--- src/rtl/ts_nco_pkg.sv ---
package ts_nco_pkg;

   // word index taken from addr[3:2]; order fixes the software-visible offsets
   typedef enum logic [1:0] {
      SEL_LOW  = 2'd0,
      SEL_MID  = 2'd1,
      SEL_HIGH = 2'd2,
      SEL_RATE = 2'd3
   } reg_sel_e;

   localparam int unsigned DEF_LOW_W  = 4;
   localparam int unsigned DEF_MID_W  = 32;
   localparam int unsigned DEF_HIGH_W = 8;
   localparam int unsigned DEF_FRAC_W = 28;
   localparam int unsigned DEF_BUS_W  = 32;

endpackage

--- src/rtl/ts_nco_accum.sv ---
module ts_nco_accum #(
   parameter int unsigned LOW_W  = 4,
   parameter int unsigned MID_W  = 32,
   parameter int unsigned HIGH_W = 8,
   parameter int unsigned FRAC_W = 28,
   parameter int unsigned RATE_W = 32,
   localparam int unsigned NS_W  = LOW_W + MID_W + HIGH_W,
   localparam int unsigned ACC_W = NS_W + FRAC_W
) (
   input  logic              clk,
   input  logic              rst,
   input  logic              hold,
   input  logic              ld_low,
   input  logic              ld_mid,
   input  logic              ld_high,
   input  logic [LOW_W-1:0]  low_d,
   input  logic [MID_W-1:0]  mid_d,
   input  logic [HIGH_W-1:0] high_d,
   input  logic [RATE_W-1:0] rate,
   output logic [NS_W-1:0]   ns_o
);

   localparam int unsigned MID_LSB  = FRAC_W + LOW_W;
   localparam int unsigned HIGH_LSB = MID_LSB + MID_W;

   logic [ACC_W-1:0] acc_q;
   logic [ACC_W-1:0] acc_sum;

   generate
      if (RATE_W >= ACC_W) begin : g_bad_rate
         $error("rate word must be narrower than the accumulator");
      end
   endgenerate

   assign acc_sum = acc_q + {{(ACC_W-RATE_W){1'b0}}, rate};

   always_ff @(posedge clk) begin
      if (rst) begin
         acc_q <= '0;
      end else if (ld_low | ld_mid | ld_high) begin
         acc_q[FRAC_W-1:0] <= '0;
         if (ld_low)  acc_q[FRAC_W +: LOW_W]   <= low_d;
         if (ld_mid)  acc_q[MID_LSB +: MID_W]  <= mid_d;
         if (ld_high) acc_q[HIGH_LSB +: HIGH_W] <= high_d;
      end else if (!hold) begin
         acc_q <= acc_sum;
      end
   end

   assign ns_o = acc_q[ACC_W-1:FRAC_W];

endmodule

--- src/rtl/ts_nco_regs.sv ---
module ts_nco_regs
   import ts_nco_pkg::*;
#(
   parameter int unsigned LOW_W     = 4,
   parameter int unsigned MID_W     = 32,
   parameter int unsigned HIGH_W    = 8,
   parameter int unsigned BUS_W     = 32,
   parameter int unsigned ADDR_W    = 4,
   parameter int unsigned HIGH_LANE = 8,
   parameter logic [BUS_W-1:0] RATE_RESET = 32'h8000_0000,
   parameter bit          READ_REG  = 1'b1,
   localparam int unsigned NS_W = LOW_W + MID_W + HIGH_W
) (
   input  logic              clk,
   input  logic              rst,
   input  logic              wr_en,
   input  logic              rd_en,
   input  logic [ADDR_W-1:0] addr,
   input  logic [BUS_W-1:0]  wr_data,
   input  logic [NS_W-1:0]   ns_i,
   output logic              ld_low,
   output logic              ld_mid,
   output logic              ld_high,
   output logic [LOW_W-1:0]  low_d,
   output logic [MID_W-1:0]  mid_d,
   output logic [HIGH_W-1:0] high_d,
   output logic [BUS_W-1:0]  rate_o,
   output logic [BUS_W-1:0]  rd_data
);

   localparam int unsigned MID_LSB  = LOW_W;
   localparam int unsigned HIGH_LSB = LOW_W + MID_W;

   reg_sel_e         sel;
   logic [BUS_W-1:0] rate_q;
   logic [BUS_W-1:0] rd_mux;

   generate
      if (ADDR_W < 4) begin : g_bad_addr
         $error("address must reach byte offset 0x0C");
      end
      if (MID_W != BUS_W) begin : g_bad_mid
         $error("middle field must fill one bus word");
      end
      if (HIGH_LANE + HIGH_W > BUS_W) begin : g_bad_lane
         $error("high write lane exceeds bus width");
      end
   endgenerate

   assign sel = reg_sel_e'(addr[3:2]);

   assign ld_low  = wr_en && (sel == SEL_LOW);
   assign ld_mid  = wr_en && (sel == SEL_MID);
   assign ld_high = wr_en && (sel == SEL_HIGH);
   assign low_d   = wr_data[LOW_W-1:0];
   assign mid_d   = wr_data[MID_W-1:0];
   assign high_d  = wr_data[HIGH_LANE +: HIGH_W];

   always_ff @(posedge clk) begin
      if (rst) begin
         rate_q <= RATE_RESET;
      end else if (wr_en && (sel == SEL_RATE)) begin
         rate_q <= wr_data;
      end
   end

   assign rate_o = rate_q;

   always_comb begin
      rd_mux = '0;
      unique case (sel)
         SEL_LOW:  rd_mux[LOW_W-1:0]  = ns_i[LOW_W-1:0];
         SEL_MID:  rd_mux             = ns_i[MID_LSB +: MID_W];
         SEL_HIGH: rd_mux[HIGH_W-1:0] = ns_i[HIGH_LSB +: HIGH_W];
         SEL_RATE: rd_mux             = rate_q;
         default:  rd_mux             = '0;
      endcase
   end

   generate
      if (READ_REG) begin : g_rd_flop
         logic [BUS_W-1:0] rd_q;
         always_ff @(posedge clk) begin
            if (rst) begin
               rd_q <= '0;
            end else if (rd_en) begin
               rd_q <= rd_mux;
            end
         end
         assign rd_data = rd_q;
      end else begin : g_rd_comb
         assign rd_data = rd_en ? rd_mux : '0;
      end
   endgenerate

endmodule

--- src/rtl/ts_nco.sv ---
module ts_nco
   import ts_nco_pkg::*;
#(
   parameter int unsigned LOW_W     = DEF_LOW_W,
   parameter int unsigned MID_W     = DEF_MID_W,
   parameter int unsigned HIGH_W    = DEF_HIGH_W,
   parameter int unsigned FRAC_W    = DEF_FRAC_W,
   parameter int unsigned BUS_W     = DEF_BUS_W,
   parameter int unsigned ADDR_W    = 4,
   parameter int unsigned HIGH_LANE = 8,
   parameter logic [BUS_W-1:0] RATE_RESET = 32'h8000_0000,
   parameter bit          READ_REG  = 1'b1,
   localparam int unsigned NS_W = LOW_W + MID_W + HIGH_W
) (
   input  logic              clk,
   input  logic              rst,
   input  logic              wr_en,
   input  logic              rd_en,
   input  logic [ADDR_W-1:0] addr,
   input  logic [BUS_W-1:0]  wr_data,
   output logic [BUS_W-1:0]  rd_data,
   output logic [NS_W-1:0]   time_ns
);

   logic              ld_low, ld_mid, ld_high;
   logic [LOW_W-1:0]  low_d;
   logic [MID_W-1:0]  mid_d;
   logic [HIGH_W-1:0] high_d;
   logic [BUS_W-1:0]  rate_q;

   ts_nco_regs #(
      .LOW_W(LOW_W), .MID_W(MID_W), .HIGH_W(HIGH_W), .BUS_W(BUS_W),
      .ADDR_W(ADDR_W), .HIGH_LANE(HIGH_LANE), .RATE_RESET(RATE_RESET),
      .READ_REG(READ_REG)
   ) u_regs (
      .clk(clk), .rst(rst), .wr_en(wr_en), .rd_en(rd_en), .addr(addr),
      .wr_data(wr_data), .ns_i(time_ns),
      .ld_low(ld_low), .ld_mid(ld_mid), .ld_high(ld_high),
      .low_d(low_d), .mid_d(mid_d), .high_d(high_d),
      .rate_o(rate_q), .rd_data(rd_data)
   );

   ts_nco_accum #(
      .LOW_W(LOW_W), .MID_W(MID_W), .HIGH_W(HIGH_W),
      .FRAC_W(FRAC_W), .RATE_W(BUS_W)
   ) u_accum (
      .clk(clk), .rst(rst), .hold(wr_en),
      .ld_low(ld_low), .ld_mid(ld_mid), .ld_high(ld_high),
      .low_d(low_d), .mid_d(mid_d), .high_d(high_d),
      .rate(rate_q), .ns_o(time_ns)
   );

endmodule

--- config.mk ---
export PLATFORM = sky130hd
export DESIGN_NAME = ts_nco
export DESIGN_NICKNAME = d
export VERILOG_FILES = /design/src/rtl/ts_nco_pkg.sv /design/src/rtl/ts_nco_accum.sv /design/src/rtl/ts_nco_regs.sv /design/src/rtl/ts_nco.sv
export SDC_FILE = /design/constraint.sdc
export NUM_CORES = 1
export LEC_CHECK = 0
export BUFFER_PORTS_ARGS = -buffer_cell sky130_fd_sc_hd__buf_2
export CORE_MARGIN = 1
export CORE_UTILIZATION = 48
export CTS_BUF_LIST = sky130_fd_sc_hd__clkbuf_4 sky130_fd_sc_hd__clkbuf_8
export DETAILED_ROUTE_END_ITERATION = 16
export PLACE_DENSITY = 0.68
export SLEW_MARGIN = 20
export SYNTH_ARGS = -nofsm -noshare
export SYNTH_HDL_FRONTEND = slang
export SYNTH_SLANG_ARGS = --single-unit
--- constraint.sdc ---
create_clock -name clk -period 3.7 [get_ports clk]
set_input_delay 0.74 -clock clk [delete_from_list [all_inputs] [get_ports clk]]
set_output_delay 0.74 -clock clk [all_outputs]
set_load 0.005 [all_outputs]
==> impl_metrics.ini <==
[floorplan]
coreArea_sq_um = 18020
rows = 49
io_pins = 116
dieWidth_um = 137.7
start_util_pct = 49.03
die_area_sq_um = 18960
die_y_um = 137.7

[worst_setup_path]
cpPeakStageDelay_ns = 0.61
r2r_cells = 11
critPathLaunchType = flop
path_class = reg2reg
r2r_end = u_accum.acc_q[56]$_SDFFE_PP0P_
cp-end-kind = flop
worstPathRequired_ns = 4.07
critical_path_peak_fanout = 4
crit_chain = ha_1 -> inv_1 -> fa_1 -> nor2b_1 -> o211ai_1 -> a21o_1 -> o22ai_1 -> o21ai_1 -> a2111oi_4 -> xnor2_1 -> a211oi_1
critPathArrivalTime_ns = 3.57
worstSetupEndpoint = u_accum.acc_q[56]$_SDFFE_PP0P_
rr_startpoint = u_regs.rate_o[0]$_SDFFE_PP0P_
cpMaxStageDelayCell = a2111oi_4
cp-startpoint = u_regs.rate_o[0]$_SDFFE_PP0P_
r2r_slack_ns = 0.51

[final_layout]
final_area_sq_um = 9643
antennaDiodeCount = 0
syn_to_final_growth_pct = 9.118
drive_gt1_share_pct = 17.94
nets = 1264

[global_route]
antenna_found_initial = 0
grt_remaining_overflow = 0
grt_max_degree = 56
grt_pass1_vias = 7817
grt_use_total_pct = 29.77
grt_pass1_wl_mm = 42.89

[clock_tree]
cts_root_buffer = clkbuf_8
clock_sinks = 136
cts_inserted_buffers = 17
clk_pin_slew_ns = 0.09
postCtsResizedCells = 0
post_cts_buffers = 0
cts_tree = yes
insertion_delay_ns = 0.47
htreeDepth = 4
clockBufferDepth = 2
hold_buffers = 0

[sta]
skew_ns = 0.009078
finalSetupTns_ns = 0
worst_pin_slew_ns = 0.8496
grt_setup_unrepaired = false
setup_viol = 0
slew_headroom_pct = 43.15
period_minus_slack_ns = 3.194
hold_violations = 0
drv_slew = 0
fmax_mhz = 313.1
min_period_over_period_pct = 86.33

[route]
vias = 8649
drc = 0
ant_nets = 0
met2_length_mm = 12.11
drt-met1-wl_mm = 12.20
met3_length_mm = 2.239
highest_layer = met4
vias_per_cell = 6.036
drtIter0Drc = 839
dr.pass1.iters = 7
wire_per_inst_um = 19.10
wl_mm = 27.37

[place]
dpl.hpwl_mm = 19.24
placed_cell_area_sq_um = 9210
routabilityCongestion = 0.9403
port_buffers = 113

[synthesis]
async_flop_share_pct = 0
synth_top_area_share_pct = 30.81
syn_area_per_cell_sq_um = 7.631
syn-cell-area_sq_um = 8837
synth_cells = 1158
synth.area.top_cells = dfxtp_1 31%, nand2_1 9.3%, a21oi_1 7.9%
syn_nets = 1231
ys_seq_area_share_pct = 30.81
synth_edf_count = 0
synth_flop_cell = dfxtp_1
ys_ff_latch = 136
ys_warn_count = 0
synth.distinct_cells = 71
yosysTopAreaCell = dfxtp_1

[power_and_ir_drop]
vdd_drop_max_v = 0.0003055
p_per_area_nw_per_um2 = 359.5
power_leakage_nw = 3.882
total_power_mw = 3.466

[min_path]
hp-class = reg2reg

[status]
status = finished, final reports clean

[job]
maxCapViolations = 0
[worst min-delay path by stage]
stage | depth (start not counted) | startpoint | slack, ns | endpoint
3_5_place_dp | 2 | u_accum.acc_q[2]$_SDFFE_PP0N_ | 0.46 | u_accum.acc_q[2]$_SDFFE_PP0N_
2_1_floorplan | 2 | u_accum.acc_q[25]$_SDFFE_PP0N_ | 0.44 | u_accum.acc_q[25]$_SDFFE_PP0N_
6_report | 2 | u_accum.acc_q[21]$_SDFFE_PP0N_ | 0.47 | u_accum.acc_q[21]$_SDFFE_PP0N_
5_1_grt | 3 | wr_data[31] | 0.50 | u_regs.rate_o[31]$_SDFFE_PP1P_
4_1_cts | 2 | u_accum.acc_q[2]$_SDFFE_PP0N_ | 0.47 | u_accum.acc_q[2]$_SDFFE_PP0N_
3_3_place_gp | 2 | u_accum.acc_q[25]$_SDFFE_PP0N_ | 0.44 | u_accum.acc_q[25]$_SDFFE_PP0N_
[per-layer routing]
metal,vias up,track usage [%]
met5,-,0
met4,0,12.39
met3,54,6.255
met2,410,45.92
met1,4056,39.98
li1,4129,-
[registers in the layout, indices dropped and copies added, names as in the netlist]
name	count
u_regs.rate_o	32
u_regs.rd_data	32
u_accum.acc_q	72
[final cells by class]
class,instances,area [sq um]
Fill cell,1750,8382
Multi-Input combinational cell,894,5466
Sequential cell,136,2723
Timing Repair Buffer,129,685.7
Tap cell,229,286.5
Clock buffer,17,234.0
Clock inverter,15,198.9
Inverter,13,48.80
[cell families after synthesis]
family                   Yosys count  synth area share (%)
multiplexers                      53                 6.980
AO/OA/AOI/OAI                    289                 21.04
buffers and inverters            128                 7.362
adder cells (fa/ha/maj)           33                 4.757
flip-flops                       136                 30.81
AND/OR/NAND/NOR                  477                 24.89
XOR/XNOR                          42                 4.163
[worst max-delay path: cells and delay by family (launching register included)]
kind	cells	cell delay, ns
flip-flops	1	0.37
AND/OR/NAND/NOR	1	0.17
adder cells (fa/ha/maj)	2	0.62
XOR/XNOR	1	0.12
AO/OA/AOI/OAI	6	1.75
buffers and inverters	1	0.07
[cell usage in the layout, fill, tap and decap left out, drive strengths merged, types with 16 or more instances in the layout]
master and n:
a21oi 143, and3 17, buf 129, clkbuf 17, dfxtp 136, ha 32
inv 16, mux2 29, mux2i 20, nand2 221, nand3 54, nand4 17
nor2 82, nor2b 30, nor3 16, o21ai 38, xnor2 31
[stage by stage]
stage	setup slack, ns	std cells	utilization [%]	hold WS (ns)
2_1_floorplan	1.109	1158	-	0.4356
3_3_place_gp	0.6591	1401	51.10	0.4446
3_5_place_dp	0.6052	1401	51.10	0.4612
4_1_cts	0.5408	1433	53.50	0.4746
5_1_grt	0.3269	1433	53.50	0.4965
6_report	0.5059	1433	53.50	0.4683
[Yosys cell counts, types with 15 or more instances]
| master | n |
|---|---|
| and3_1 | 17 |
| clkbuf_1 | 61 |
| nand4_1 | 17 |
| buf_4 | 44 |
| nand2_1 | 218 |
| xnor2_1 | 31 |
| nor2_1 | 82 |
| o21ai_0 | 31 |
| a21oi_1 | 140 |
| mux2i_1 | 20 |
| mux2_2 | 29 |
| nor2b_1 | 30 |
| nand3_1 | 54 |
| dfxtp_1 | 136 |
| ha_1 | 32 |
| a211oi_1 | 15 |
[power by group]
part / internal [mW] / leakage (nW) / switching (mW)
clock: 0.738 / 0.217 / 0.661
combinational: 0.184 / 2.56 / 0.280
sequential: 1.52 / 1.11 / 0.0863
No activity file was read; power rests on OpenSTA's default activity.
